## src/rtl/srcal_pkg.sv

```systemverilog
// Package: shared state encoding for the slew-rate calibration sequencer.
// Assumes: nothing beyond IEEE 1800-2017 enum support.
package srcal_pkg;

    typedef enum logic [3:0] {
        ST_IDLE,
        ST_SETTLE,
        ST_GATE,
        ST_MEAS,
        ST_DET_OFF,
        ST_CLK_OFF,
        ST_DIV1_GO,
        ST_DIV1_WAIT,
        ST_DIV2_GO,
        ST_DIV2_WAIT,
        ST_WRITE,
        ST_OFF
    } state_t;

endpackage

```

## src/rtl/srcal_osc_meter.sv

```systemverilog
// Module: srcal_osc_meter
// Brings the oscillator clock into the clk domain (two flops plus an edge
// register) and counts clk cycles between the first detected rising edge and
// the edge 2^WIN_LOG2 periods later. Raises valid once the window closes.
// Assumes: osc_clk high and low phases each last at least one clk period;
// all state clears while enable is low.
module srcal_osc_meter #(
    parameter int WIN_LOG2 = 10,
    parameter int CNT_W    = 16
) (
    input  logic             clk,
    input  logic             rst_n,
    input  logic             enable,
    input  logic             osc_clk,
    output logic             valid,
    output logic [CNT_W-1:0] count
);
    localparam logic [WIN_LOG2-1:0] LAST_EDGE = '1;

    logic             sync1, sync2, sync3;
    logic             started;
    logic [WIN_LOG2-1:0] edges;
    logic             rise;

    // Purpose: synchronize the oscillator clock and keep its previous level.
    always_ff @(posedge clk) begin
        if (!rst_n) begin
            sync1 <= 1'b0;
            sync2 <= 1'b0;
            sync3 <= 1'b0;
        end else begin
            sync1 <= osc_clk;
            sync2 <= sync1;
            sync3 <= sync2;
        end
    end

    assign rise = sync2 & ~sync3;

    // Purpose: count reference cycles across the window of oscillator periods.
    always_ff @(posedge clk) begin
        if (!rst_n || !enable) begin
            started <= 1'b0;
            edges   <= '0;
            valid   <= 1'b0;
            count   <= '0;
        end else if (!valid) begin
            if (started && count != '1) begin
                count <= count + 1'b1;
            end
            if (rise) begin
                if (!started) begin
                    started <= 1'b1;
                    count   <= '0;
                end else begin
                    edges <= edges + 1'b1;
                    if (edges == LAST_EDGE) begin
                        valid <= 1'b1;
                    end
                end
            end
        end
    end

endmodule

```

## src/rtl/srcal_divider.sv

```systemverilog
// Module: srcal_divider
// Unsigned restoring divider: one quotient bit per cycle, W cycles per divide.
// The quotient stays on quo until the next start.
// Assumes: den is nonzero; start is only pulsed while busy is low.
module srcal_divider #(
    parameter int W = 24
) (
    input  logic         clk,
    input  logic         rst_n,
    input  logic         start,
    input  logic [W-1:0] num,
    input  logic [W-1:0] den,
    output logic         busy,
    output logic         fin,
    output logic [W-1:0] quo
);
    localparam int IW = $clog2(W + 1);

    logic [W:0]    rem;
    logic [W-1:0]  den_q;
    logic [IW-1:0] iter;
    logic [W:0]    trial;

    assign trial = {rem[W-1:0], quo[W-1]};

    // Purpose: shift in one dividend bit per cycle and restore on underflow.
    always_ff @(posedge clk) begin
        if (!rst_n) begin
            rem   <= '0;
            den_q <= '0;
            quo   <= '0;
            iter  <= '0;
            busy  <= 1'b0;
            fin   <= 1'b0;
        end else begin
            fin <= 1'b0;
            if (start && !busy) begin
                rem   <= '0;
                den_q <= den;
                quo   <= num;
                iter  <= IW'(W);
                busy  <= 1'b1;
            end else if (busy) begin
                if (trial >= {1'b0, den_q}) begin
                    rem <= trial - {1'b0, den_q};
                    quo <= {quo[W-2:0], 1'b1};
                end else begin
                    rem <= trial;
                    quo <= {quo[W-2:0], 1'b0};
                end
                iter <= iter - 1'b1;
                if (iter == IW'(1)) begin
                    busy <= 1'b0;
                    fin  <= 1'b1;
                end
            end
        end
    end

endmodule

```

## src/rtl/srcal_ctrl.sv

```systemverilog
// Module: srcal_ctrl (top)
// Sequences the slew-rate calibration in this order: power the oscillator,
// wait for it to settle, open the clock gate, arm the meter, poll it, close
// the meter and then the gate, divide twice with rounding, write the code,
// and power the oscillator down. A nonzero force_code skips everything.
// Assumes: force_code, ref_mhz and coef are stable at start; DIVISOR > 0.
module srcal_ctrl #(
    parameter int REF_W      = 10,
    parameter int COEF_W     = 8,
    parameter int CODE_W     = 3,
    parameter int WIN_LOG2   = 10,
    parameter int CNT_W      = 16,
    parameter int SETTLE_CYC = 250,
    parameter int POLL_CYC   = 2500,
    parameter int POLL_MAX   = 20,
    parameter int DIVISOR    = 1000,
    parameter int DEF_CODE   = 3
) (
    input  logic              clk,
    input  logic              rst_n,
    input  logic              start,
    input  logic [CODE_W-1:0] force_code,
    input  logic [REF_W-1:0]  ref_mhz,
    input  logic [COEF_W-1:0] coef,
    input  logic              osc_clk,
    output logic              osc_en,
    output logic              gate_en,
    output logic              meter_en,
    output logic [CODE_W-1:0] slew_code,
    output logic              done
);
    import srcal_pkg::*;

    localparam int DW     = REF_W + COEF_W + WIN_LOG2 + 1;
    localparam int TMAX   = (SETTLE_CYC > POLL_CYC) ? SETTLE_CYC : POLL_CYC;
    localparam int TMR_W  = $clog2(TMAX + 1);
    localparam int PCNT_W = $clog2(POLL_MAX + 1);
    localparam logic [DW-1:0]     HALF_DIV = DW'(DIVISOR / 2);
    localparam logic [DW-1:0]     DIV_V    = DW'(DIVISOR);
    localparam logic [DW-1:0]     MAX_CODE = DW'((1 << CODE_W) - 1);
    localparam logic [CODE_W-1:0] DEF_V    = CODE_W'(DEF_CODE);

    state_t              st;
    logic [TMR_W-1:0]    tmr;
    logic [PCNT_W-1:0]   polls;
    logic [REF_W-1:0]    ref_q;
    logic [COEF_W-1:0]   coef_q;
    logic [CNT_W-1:0]    cnt_q;
    logic                zero_q;
    logic                m_valid;
    logic [CNT_W-1:0]    m_count;
    logic                div_start;
    logic [DW-1:0]       div_num;
    logic [DW-1:0]       div_den;
    logic                div_busy;
    logic                div_fin;
    logic [DW-1:0]       div_quo;
    logic [DW-1:0]       product;

    srcal_osc_meter #(
        .WIN_LOG2 (WIN_LOG2),
        .CNT_W    (CNT_W)
    ) u_meter (
        .clk     (clk),
        .rst_n   (rst_n),
        .enable  (meter_en),
        .osc_clk (osc_clk),
        .valid   (m_valid),
        .count   (m_count)
    );

    srcal_divider #(
        .W (DW)
    ) u_div (
        .clk   (clk),
        .rst_n (rst_n),
        .start (div_start),
        .num   (div_num),
        .den   (div_den),
        .busy  (div_busy),
        .fin   (div_fin),
        .quo   (div_quo)
    );

    // Purpose: decode the analog enables from the sequencer state.
    always_comb begin
        osc_en   = (st != ST_IDLE);
        gate_en  = (st == ST_GATE) || (st == ST_MEAS) || (st == ST_DET_OFF);
        meter_en = (st == ST_MEAS);
    end

    // Purpose: choose the operands of the shared divider for each divide step.
    always_comb begin
        product   = (DW'(ref_q) * DW'(coef_q)) << WIN_LOG2;
        div_start = (st == ST_DIV1_GO) || (st == ST_DIV2_GO);
        if (st == ST_DIV2_GO) begin
            div_num = div_quo + HALF_DIV;
            div_den = DIV_V;
        end else begin
            div_num = product;
            div_den = DW'(cnt_q);
        end
    end

    // Purpose: main sequencer with its settle and poll timers.
    always_ff @(posedge clk) begin
        if (!rst_n) begin
            st        <= ST_IDLE;
            tmr       <= '0;
            polls     <= '0;
            ref_q     <= '0;
            coef_q    <= '0;
            cnt_q     <= '0;
            zero_q    <= 1'b0;
            slew_code <= '0;
            done      <= 1'b0;
        end else begin
            done <= 1'b0;
            case (st)
                ST_IDLE: begin
                    if (start) begin
                        if (force_code != '0) begin
                            done <= 1'b1;
                        end else begin
                            ref_q  <= ref_mhz;
                            coef_q <= coef;
                            tmr    <= '0;
                            st     <= ST_SETTLE;
                        end
                    end
                end
                ST_SETTLE: begin
                    if (tmr == TMR_W'(SETTLE_CYC - 1)) begin
                        tmr <= '0;
                        st  <= ST_GATE;
                    end else begin
                        tmr <= tmr + 1'b1;
                    end
                end
                ST_GATE: begin
                    tmr   <= '0;
                    polls <= '0;
                    st    <= ST_MEAS;
                end
                ST_MEAS: begin
                    if (tmr == TMR_W'(POLL_CYC - 1)) begin
                        tmr <= '0;
                        if (m_valid) begin
                            cnt_q  <= m_count;
                            zero_q <= (m_count == '0);
                            st     <= ST_DET_OFF;
                        end else if (polls == PCNT_W'(POLL_MAX - 1)) begin
                            cnt_q  <= '0;
                            zero_q <= 1'b1;
                            st     <= ST_DET_OFF;
                        end else begin
                            polls <= polls + 1'b1;
                        end
                    end else begin
                        tmr <= tmr + 1'b1;
                    end
                end
                ST_DET_OFF:   st <= ST_CLK_OFF;
                ST_CLK_OFF:   st <= zero_q ? ST_WRITE : ST_DIV1_GO;
                ST_DIV1_GO:   st <= ST_DIV1_WAIT;
                ST_DIV1_WAIT: if (div_fin) st <= ST_DIV2_GO;
                ST_DIV2_GO:   st <= ST_DIV2_WAIT;
                ST_DIV2_WAIT: if (div_fin) st <= ST_WRITE;
                ST_WRITE: begin
                    if (zero_q) begin
                        slew_code <= DEF_V;
                    end else if (div_quo > MAX_CODE) begin
                        slew_code <= MAX_CODE[CODE_W-1:0];
                    end else begin
                        slew_code <= div_quo[CODE_W-1:0];
                    end
                    st <= ST_OFF;
                end
                ST_OFF: begin
                    done <= 1'b1;
                    st   <= ST_IDLE;
                end
                default: st <= ST_IDLE;
            endcase
        end
    end

endmodule

```

## config.mk

```make
export PLATFORM = sky130hd
export DESIGN_NAME = srcal_ctrl
export DESIGN_NICKNAME = d
export VERILOG_FILES = /design/src/rtl/srcal_pkg.sv /design/src/rtl/srcal_osc_meter.sv /design/src/rtl/srcal_divider.sv /design/src/rtl/srcal_ctrl.sv
export SDC_FILE = /design/constraint.sdc
export NUM_CORES = 1
export LEC_CHECK = 0
export ABC_AREA = 1
export ABC_CLOCK_PERIOD_IN_PS = 8000
export BUFFER_PORTS_ARGS = -buffer_cell sky130_fd_sc_hd__clkbuf_2
export CORE_AREA = 2 2 175 134
export CTS_CLUSTER_SIZE = 14
export DETAILED_ROUTE_END_ITERATION = 8
export DIE_AREA = 0 0 177 136
export PLACE_DENSITY = 0.76
export RECOVER_POWER = 100
export SLEW_MARGIN = 5
export SYNTH_ARGS = -nofsm -noshare
export SYNTH_HDL_FRONTEND = slang
export SYNTH_SLANG_ARGS = --single-unit
export TNS_END_PERCENT = 50
```

## constraint.sdc

```tcl
create_clock -name clk -period 8 [get_ports clk]
set_input_delay 0.8 -clock clk [delete_from_list [all_inputs] [get_ports clk]]
set_output_delay 0.8 -clock clk [all_outputs]
set_load 0.02 [all_outputs]
```

==> flow_summary.toml, run 1 <==
[status]
status = "finished with violations"
failed_checks = "max-capacitance violations, max-slew violations"

[logic_synthesis]
synth_most_common_cell = "nand2_1"
synth_top_area_cell = "dfxtp_1"
synth.distinct_cells = 45
synth-compound-area-share = 0.1213
synthAdderAreaFrac = 0.1351
syn_area_mm2 = 0.01318
synth_edf_count = 0
synth-simple-area-share = 0.3278
synthTopCellsByArea = "dfxtp_1, nand2_1, inv_1"
yosys_warnings = 0
syn_area_per_cell_um2 = 6.341
seq_area_frac_synth = 0.2612
synth_seq_cells = 172
synth_common_cells = "nand2_1, inv_1, nor2_1, dfxtp_1, nand3_1"
synthesis.instances = 2079
synthArstFlopShare = 0
synth_nets = 2217
synth_top_family_by_area = "simple AND/OR/NAND/NOR gates"
yosys_most_used_dff = "dfxtp_1"
synth_xor_area_frac = 0.01794
synth_top_area_frac = 0.2612
muxShareOfSynthArea = 0

[grt]
grt_pass1_vias = 11751
gr-total-overflow = 0
grt_start_max_net_pins = 62
grt_usage = 0.2944
antenna_found_initial = 0
grt_pass1_wl_um = 57440

[detailed_routing]
wirelength_um = 34110
drtAntennaViolNets = 0
viasPerCell = 5.458
vias = 12946
drcViolationCount = 0
dr.pass1.iters = 6
drtIter0Drc = 1352
wl_per_cell_um = 14.38

[die]
initial_core_util = 0.5854
die-height_um = 136
ios = 32
coreArea_mm2 = 0.02252
num_rows = 48
die_area_mm2 = 0.02407
die_w_um = 177

[pwr]
combPwrFrac = 0.620
power_leakage_nw = 7.061
clkPwrFrac = 0.176
seq_power_share = 0.204
switchingPower_mw = 2.643
internal_power_mw = 2.411
switching_share = 0.5229
cellPowerDensity_mw_per_mm2 = 360.8
finalPower_mw = 5.054
peakVddDrop_mv = 0.2693

[clock_network]
cts_tree = "done"
clk_path_buf_depth = 2
cts_root_buffer = "clkbuf_16"
htreeDepth = 4
clock_latency_ns = 0.45
postCtsSetupBuffers = 0
cts_sinks = 172
numCtsBuffers = 17
clk_pin_slew_ns = 0.07
hold_buffers = 0
cts_resized = 0

[placement]
dp.final_hpwl_um = 25080
portBuffers = 31
dpl_cell_area_mm2 = 0.01343
dpl.cell_count = 2341
gp_congestion = 0.9446
place_ws_ns = 3.598

[sta]
tns_ns = 0
finClkSkew_ns = 0.008247
slew_headroom = -0.7101
rsz0062_at_grt = "no"
worst_pin_slew_ns = 2.565
fin_crit_sh = 0.6718
maxSlewViolCount = 96
finalCriticalPeriod_ns = 5.375
fin_hold_ws_ns = 0.4282
hold_violations = 0
clock.fmax_mhz = 186.1
fin_ws_ns = 2.625
setup_violations = 0

[worst_setup_path]
path_class = "in -> reg"
end_kind = "register"
crit_fanout = 61
rrSetupSlack_ns = 3.49
arrival_ns = 5.77
start_kind = "input pin"
cp_data_required_time_ns = 8.39

[finish]
fin_area_mm2 = 0.01401
num-nets-final = 2198
postLayoutCoreUtil = 0.6221
finalNonFillerCells = 2372
fill_cells = 2151
multi_input_area_mm2 = 0.007919
areaGrowthSynthToFinish_pct = 6.264
layout-drive-gt1-share = 0.04633
seqCellArea_mm2 = 0.003445
num_antenna_cells = 0

[flow_run]
maxCapViolations = 2

[hold_path]
min_path_type = "reg -> reg"
cells by family after synthesis:
logic type      after synthesis
fa+ha+maj                   113
flops                       172
compound gates              286
simple gates               1014
xor+xnor                     27
buf+inv                     467
per-layer routing:
layer	GRT usage	up-vias	routed length, um
met2	0.4358	476	14180
met5	0	-	0
met1	0.4485	5921	16950
met3	0.04642	35	2598
met4	0.06244	0	378
li1	-	6514	-
cells in the final DEF (no fill, tap or decap), types with 12 or more instances in the layout:
cell type / synthesis / routed
a21oi_1: 134 / 134
a22oi_1: 14 / 14
clkbuf_16: 0 / 17
clkbuf_2: 0 / 25
dfxtp_1: 172 / 171
fa_1: 49 / 49
ha_1: 64 / 64
inv_1: 376 / 379
inv_2: 15 / 12
nand2_1: 556 / 557
nand3_1: 163 / 163
nand4_1: 32 / 32
nor2_1: 184 / 187
nor3_1: 34 / 34
o21ai_0: 77 / 78
o22ai_1: 20 / 20
xor2_1: 18 / 18
critical path, cell delays in order:
cell	delay, ns
clkbuf_2	0.07
clkbuf_1	1.80
inv_1	0.72
nor2_1	1.11
inv_1	0.79
a21oi_1	0.31
nand2_1	0.08
inv_1	0.05
state kept, by name (all words and copies together), names as in the netlist, 3 cells and up:
register / count
st: 4
tmr: 12
u_meter.count: 16
u_meter.edges: 10
slew_code: 3
ref_q: 10
coef_q: 8
u_div.iter: 5
cnt_q: 16
polls: 5
u_div.rem: 29
u_div.den_q: 16
u_div.quo: 29
worst paths after layout:
path,end,cells past startpoint,start
setup / recovery,u_div.rem[22]$_SDFFE_PP0P_,8,rst_n
hold / removal,u_meter.sync2$_SDFF_PN0_,2,u_meter.sync1$_SDFF_PN0_
setup reg to reg,u_div.quo[26]$_SDFFE_PN0P_,19,coef_q[6]$_SDFFE_PN0P_
hold reg to reg,u_meter.sync2$_SDFF_PN0_,2,u_meter.sync1$_SDFF_PN0_
cell type report:
class / count / share of cell area
tap: 300 / 0.02679
clock inverter: 14 / 0.01322
clock buffer: 17 / 0.03037
inverter: 391 / 0.1048
timing repair buffer: 38 / 0.01375
multi-input combinational: 1440 / 0.5652
sequential: 172 / 0.2459
power groups by stage:
stage | Clock (mW) | Sequential [mW] | Combinational, mW
after floorplan | 0 | 1.02 | 2.49
after global placement | 0 | 1.04 | 3.04
after detailed placement | 0 | 1.05 | 3.07
after CTS | 0.897 | 1.03 | 3.09
after global routing | 0.932 | 1.04 | 3.55
final | 0.889 | 1.03 | 3.14
Note: power is estimated with default switching activity, not from simulation.
==> inputs of run 2 (changes only) <==
--- a/config.mk
+++ b/config.mk
@@ -6,13 +6,13 @@
 export NUM_CORES = 1
 export LEC_CHECK = 0
 export ABC_AREA = 1
-export ABC_CLOCK_PERIOD_IN_PS = 8000
+export ABC_CLOCK_PERIOD_IN_PS = 4450
 export BUFFER_PORTS_ARGS = -buffer_cell sky130_fd_sc_hd__clkbuf_2
-export CORE_AREA = 2 2 175 134
+export CORE_AREA = 2 2 178 136
 export CTS_CLUSTER_SIZE = 14
 export DETAILED_ROUTE_END_ITERATION = 8
-export DIE_AREA = 0 0 177 136
-export PLACE_DENSITY = 0.76
+export DIE_AREA = 0 0 180 138
+export PLACE_DENSITY = 0.77
 export RECOVER_POWER = 100
 export SLEW_MARGIN = 5
 export SYNTH_ARGS = -nofsm -noshare
==> constraint.sdc (replaced) <==
create_clock -name clk -period 4.45 [get_ports clk]
set_input_delay 0.445 -clock clk [delete_from_list [all_inputs] [get_ports clk]]
set_output_delay 0.445 -clock clk [all_outputs]
set_load 0.02 [all_outputs]
==> flow_summary.toml, run 2 (synthesized netlist as in run 1, its figures left out) <==
[clock_network]
numCtsBuffers = 17
hold_buffers = 0
clk_pin_slew_ns = 0.08
cts_tree = "done"
postCtsSetupBuffers = 0
clk_path_buf_depth = 2
cts_root_buffer = "clkbuf_16"
htreeDepth = 4
clock_latency_ns = 0.45
cts_sinks = 172

[grt]
grtUsageMet1 = 0.4087
use_met3 = 0.05479
grt_pass1_wl_um = 57180
grt_start_max_net_pins = 61
grt_pass1_vias = 11754
use_met2 = 0.4116
busiest_layer = "met2"
gr-total-overflow = 0
antenna_found_initial = 0
grt_usage = 0.2743

[sta]
worst_pin_slew_ns = 2.542
finClkSkew_ns = 0.01480
fin_crit_sh = 0.9456
clock.fmax_mhz = 237.7
slew_headroom = -0.6945
hold_violations = 0
maxSlewViolCount = 100
setup_violations = 0
finalCriticalPeriod_ns = 4.208

[placement]
dp.final_hpwl_um = 25200
dpl_cell_area_mm2 = 0.01345
gp_congestion = 0.9495
portBuffers = 31

[finish]
final_common_cell = "nand2_1"
num-nets-final = 2199
postLayoutCoreUtil = 0.6011
areaGrowthSynthToFinish_pct = 6.491
num_antenna_cells = 0
final_cell_mix = "nand2_1, inv_1, nor2_1, nand3_1, dfxtp_1"
top_regs = "u_div.quo (29), u_div.rem (29)"
layout-drive-gt1-share = 0.05159
fin_area_mm2 = 0.01404

[pwr]
power_leakage_nw = 7.061
cellPowerDensity_mw_per_mm2 = 640.4
peakVddDrop_mv = 0.6189

[detailed_routing]
drcViolationCount = 0
viasPerCell = 5.447
drtIter0Drc = 1235
wl_per_cell_um = 14.25
drtAntennaViolNets = 0
vias = 12965
dr.pass1.iters = 5
wirelength_um = 33910

[worst_setup_path]
ff2ff_path_depth = 18
cp_slowest_cell = "fa_1"
start_kind = "register"
end_kind = "register"
crit_fanout = 11
cp_top_family = "adder cells"
path_buf_inv = 4
max_stage_delay_ns = 0.54
path_class = "reg -> reg"
cp.depth = 18
arrival_ns = 4.51
cp_data_required_time_ns = 4.76
critical_path.cell_chain = "nand2_1, fa_1, fa_1, inv_1, fa_1, inv_1, fa_1, inv_1, ha_1, nand2_1, nor2_1, nand2_1, nand3_1, a21oi_1, o21ai_1, nand2_1, inv_1, a21oi_1"

[hold_path]
min_path_type = "in -> reg"
hold_depth = 3

[die]
num_rows = 49
die-height_um = 138
ios = 32
die_w_um = 180
coreArea_mm2 = 0.02336
die_area_mm2 = 0.02484
initial_core_util = 0.5644

[status]
status = "finished with violations"
failed_checks = "max-capacitance violations, max-slew violations"

[flow_run]
maxCapViolations = 2
==> run 2: final timing paths <==
path                                      to  slack, ns                      from
setup / recovery  u_div.quo[20]$_SDFFE_PN0P_       0.24    coef_q[7]$_SDFFE_PN0P_
hold / removal      u_meter.sync1$_SDFF_PN0_       0.19                   osc_clk
setup reg to reg  u_div.quo[20]$_SDFFE_PN0P_       0.24    coef_q[7]$_SDFFE_PN0P_
hold reg to reg     u_meter.sync3$_SDFF_PN0_       0.43  u_meter.sync2$_SDFF_PN0_
==> run 2: layout make-up <==
class | instances | area, um^2
well taps | 306 | 382.9
multi-input cells | 1440 | 7918
repair buffers | 39 | 197.7
clock inverters | 14 | 155.1
flip-flops and latches | 172 | 3480
fillers | 2229 | 9319
clock buffers | 18 | 439.2
inverters | 391 | 1468
==> run 2: what timing repair did <==
item                                    in CTS  in global routing
endpoints found under the setup margin       0                 10
endpoints found under the hold margin        0                  0
gates resized for setup                      0                 23
==> run 2: stage by stage <==
step / setup WS [ns] / instances / hold slack, ns / total power, mW / setup TNS, ns
2_1_floorplan: 0.3930 / 2079 / 0.3905 / 6.294 / 0
3_3_place_gp: 0.1636 / 2348 / 0.4134 / 7.282 / 0
3_5_place_dp: 0.1091 / 2348 / 0.4213 / 7.360 / 0
4_1_cts: 0.09955 / 2380 / 0.1883 / 8.886 / 0
5_1_grt: -0.0004858 / 2380 / 0.2127 / 9.764 / -0.0004858
6_report: 0.2422 / 2380 / 0.1897 / 8.990 / 0
==> run 2: layer usage <==
metal  wire length, um  vias to the layer above
met3              3001                       38
met5                 0                        -
li1                  -                     6519
met2             14100                      507
met1             16350                     5901
met4               455                        0
==> run 2: worst min-delay path: stages <==
cell and delay (ns):
clkbuf_2 0.08, nand2_1 0.04, inv_1 0.04
==> run 2: where the power goes <==
group          total, mW  internal (mW)  switching [mW]  leakage [nW]
registers           1.84           1.70           0.147          1.40
clock network       1.52          0.763           0.755         0.291
logic               5.63           1.74            3.88          5.37
total               8.99           4.20            4.79          7.06
==> inputs of run 3 (changes only) <==
--- a/config.mk
+++ b/config.mk
@@ -8,14 +8,15 @@
 export ABC_AREA = 1
 export ABC_CLOCK_PERIOD_IN_PS = 4450
 export BUFFER_PORTS_ARGS = -buffer_cell sky130_fd_sc_hd__clkbuf_2
-export CORE_AREA = 2 2 178 136
+export CORE_AREA = 2 2 187 143
 export CTS_CLUSTER_SIZE = 14
 export DETAILED_ROUTE_END_ITERATION = 8
-export DIE_AREA = 0 0 180 138
-export PLACE_DENSITY = 0.77
+export DIE_AREA = 0 0 189 145
+export PLACE_DENSITY = 0.78
 export RECOVER_POWER = 100
 export SLEW_MARGIN = 5
 export SYNTH_ARGS = -nofsm -noshare
 export SYNTH_HDL_FRONTEND = slang
+export SYNTH_HIERARCHICAL = 1
 export SYNTH_SLANG_ARGS = --single-unit
 export TNS_END_PERCENT = 50
==> flow_summary.toml, run 3 <==
[clock_network]
htreeDepth = 4
clk_path_buf_depth = 2
clock_latency_ns = 0.45
cts_root_buffer = "clkbuf_16"
hold_buffers = 0
numCtsBuffers = 17
cts_sinks = 185
cts_tree = "done"
clk_pin_slew_ns = 0.08

[die]
die_w_um = 189
coreArea_mm2 = 0.02559
initial_core_util = 0.5854
die-height_um = 145
num_rows = 51
die_area_mm2 = 0.02741
ios = 32

[logic_synthesis]
synth_top_area_frac = 0.2472
syn_area_per_cell_um2 = 6.206
yosys_warnings = 6
synthTopCellsByArea = "dfxtp_1, nand2_1, inv_1"
synth_most_common_cell = "nand2_1"
synth_top_area_cell = "dfxtp_1"
synth_seq_cells = 185
synth_common_cells = "nand2_1, inv_1, nor2_1, dfxtp_1, nand3_1"
yosys_most_used_dff = "dfxtp_1"
synth.distinct_cells = 50
seq_area_frac_synth = 0.2472
syn_area_mm2 = 0.01498
synthesis.instances = 2414
synthArstFlopShare = 0
synth_edf_count = 0

[detailed_routing]
drtIter0Drc = 1225
drcViolationCount = 0
wirelength_um = 36750
drtAntennaViolNets = 0
dr.pass1.iters = 8
wl_per_cell_um = 13.19
vias = 14436
viasPerCell = 5.182

[sta]
tns_ns = 0
fin_crit_sh = 0.9480
fin_hold_ws_ns = 0.1872
hold_violations = 0
finClkSkew_ns = 0.01089
finalCriticalPeriod_ns = 4.218
setup_violations = 0
clock.fmax_mhz = 237.1
rsz0062_at_grt = "no"
slew_headroom = 0.07291
worst_pin_slew_ns = 1.391
maxSlewViolCount = 0

[worst_setup_path]
crit_fanout = 9
start_kind = "register"
critPathCapture = "u_div/quo[25]$_SDFFE_PN0P_"
cp_data_required_time_ns = 4.79
max_stage_delay_ns = 0.54
cp-startpoint = "coef_q[7]$_SDFFE_PN0P_"
critical_path.cell_chain = "buf_6, nand2_1, inv_1, fa_1, fa_1, fa_1, inv_1, fa_1, inv_1, ha_4, nand2_1, nor2_1, nand3_1, nand3_1, nand2_1, nand3_1, nand2_1, nand2_1, nand3_1, nand2_1, inv_1"
crit_top_cell = "nand2_1"
ff2ff_path_depth = 21
path_class = "reg -> reg"
timing.rr.end = "u_div/quo[25]$_SDFFE_PN0P_"
cp.depth = 21
rrSetupSlack_ns = 0.23
path_buf_inv = 5
cp_top_family = "adder cells"
cp_slowest_cell = "fa_1"
r2r-start = "coef_q[7]$_SDFFE_PN0P_"
end_kind = "register"
arrival_ns = 4.56

[grt]
grt_pass1_vias = 13105
grt_pass1_wl_um = 62050
antenna_found_initial = 0
gr-total-overflow = 0
grt_usage = 0.2707
grt_start_max_net_pins = 66

[pwr]
power_leakage_nw = 8.331
cellPowerDensity_mw_per_mm2 = 703.8
peakVddDrop_mv = 0.8508
finalPower_mw = 11.28

[status]
status = "finished, final reports clean"

[finish]
num_antenna_cells = 0
areaGrowthSynthToFinish_pct = 7.008
layout-drive-gt1-share = 0.07535
num-nets-final = 2579
postLayoutCoreUtil = 0.6265
fin_area_mm2 = 0.01603
fill_cells = 2490
final_cell_mix = "nand2_1, inv_1, nor2_1, dfxtp_1, nand3_1"
top_regs = "u_div/den_q (29), u_div/quo (29), u_div/rem (29)"
final_common_cell = "nand2_1"

[hold_path]
hold_depth = 3
min_path_type = "in -> reg"

[placement]
dpl_cell_area_mm2 = 0.01543
portBuffers = 31
dp.final_hpwl_um = 27670
gp_congestion = 0.9576

[flow_run]
maxCapViolations = 0
[run 3: changes by cell type after synthesis, moves of 14 or more]
| cell | previous run | this run |
|---|---|---|
| a22oi_1 | 14 | 0 |
| nand2_1 | 556 | 707 |
| a21oi_2 | 1 | 22 |
| inv_1 | 376 | 437 |
| a21oi_1 | 134 | 113 |
| o22ai_1 | 20 | 1 |
| nor2_1 | 184 | 276 |
[run 3: timing repair]
| action | CTS | global route |
|---|---|---|
| setup buffers | 0 | 3 |
| endpoints found under the setup margin | 0 | 10 |
| gates resized for setup | 0 | 36 |
[run 3: logic make-up (layout without fill, tap and decap cells)]
family                     count (synthesis)  count (layout)  synth area share
adders and majority gates                125             125            0.1290
xor gates and xnor gates                  30              30           0.01754
and+or+nand+nor                         1293            1293            0.3710
buffers and inverters                    527             543            0.1377
DFF                                      185             185            0.2472
other                                      1              13         0.0002503
AOI/OAI and AO/OA                        253             253           0.09730
[run 3: power breakdown]
| group | internal, mW | switching (mW) | leakage, nW |
|---|---|---|---|
| Combinational | 2.47 | 5.21 | 6.54 |
| Sequential | 1.89 | 0.181 | 1.50 |
| Clock | 0.771 | 0.767 | 0.290 |
| Total | 5.13 | 6.15 | 8.33 |
[run 3: layer usage]
layer / up-vias / track usage / wire length, um
li1: 7446 / - / -
met1: 6537 / 0.4037 / 18200
met2: 420 / 0.4108 / 15720
met3: 33 / 0.04015 / 2455
met4: 0 / 0.06016 / 369
met5: - / 0 / 0
[run 3: worst reg2reg max path, cell delays in order (launching register included)]
cell and delay, ns:
dfxtp_2 0.35, buf_6 0.14, nand2_1 0.06, inv_1 0.06, fa_1 0.51, fa_1 0.53
fa_1 0.54, inv_1 0.05, fa_1 0.52, inv_1 0.06, ha_4 0.28, nand2_1 0.08
nor2_1 0.17, nand3_1 0.14, nand3_1 0.10, nand2_1 0.05, nand3_1 0.16, nand2_1 0.09
nand2_1 0.06, nand3_1 0.06, nand2_1 0.06, inv_1 0.04
[run 3: area by class of cell]
cell class              instances  area (um^2)  share of cell area
clock buffers                  19        442.9             0.02763
clock inverters                13        146.4            0.009132
inverters                     453         1700              0.1061
multi-input cells            1714         9233              0.5759
flip-flops and latches        185         3735              0.2330
well taps                     344        430.4             0.02685
repair buffers                 58        342.8             0.02139
[run 3: worst min-delay path by stage]
stage / to / from / slack (ns)
3_3_place_gp: u_meter/sync2$_SDFF_PN0_ / u_meter/sync1$_SDFF_PN0_ / 0.41
6_report: u_meter/sync1$_SDFF_PN0_ / osc_clk / 0.19
5_1_grt: u_meter/sync1$_SDFF_PN0_ / osc_clk / 0.20
2_1_floorplan: u_meter/sync2$_SDFF_PN0_ / u_meter/sync1$_SDFF_PN0_ / 0.39
3_5_place_dp: u_meter/sync2$_SDFF_PN0_ / u_meter/sync1$_SDFF_PN0_ / 0.41
4_1_cts: u_meter/sync1$_SDFF_PN0_ / osc_clk / 0.18
[run 3: stage by stage]
| step | std cells | worst slack (ns) |
|---|---|---|
| finish | 2786 | 0.2316 |
| global route | 2786 | 0.008685 |
| CTS | 2783 | 0.04794 |
| detailed placement | 2751 | 0.07675 |
| global placement | 2751 | 0.1778 |
| floorplan | 2426 | 0.1449 |
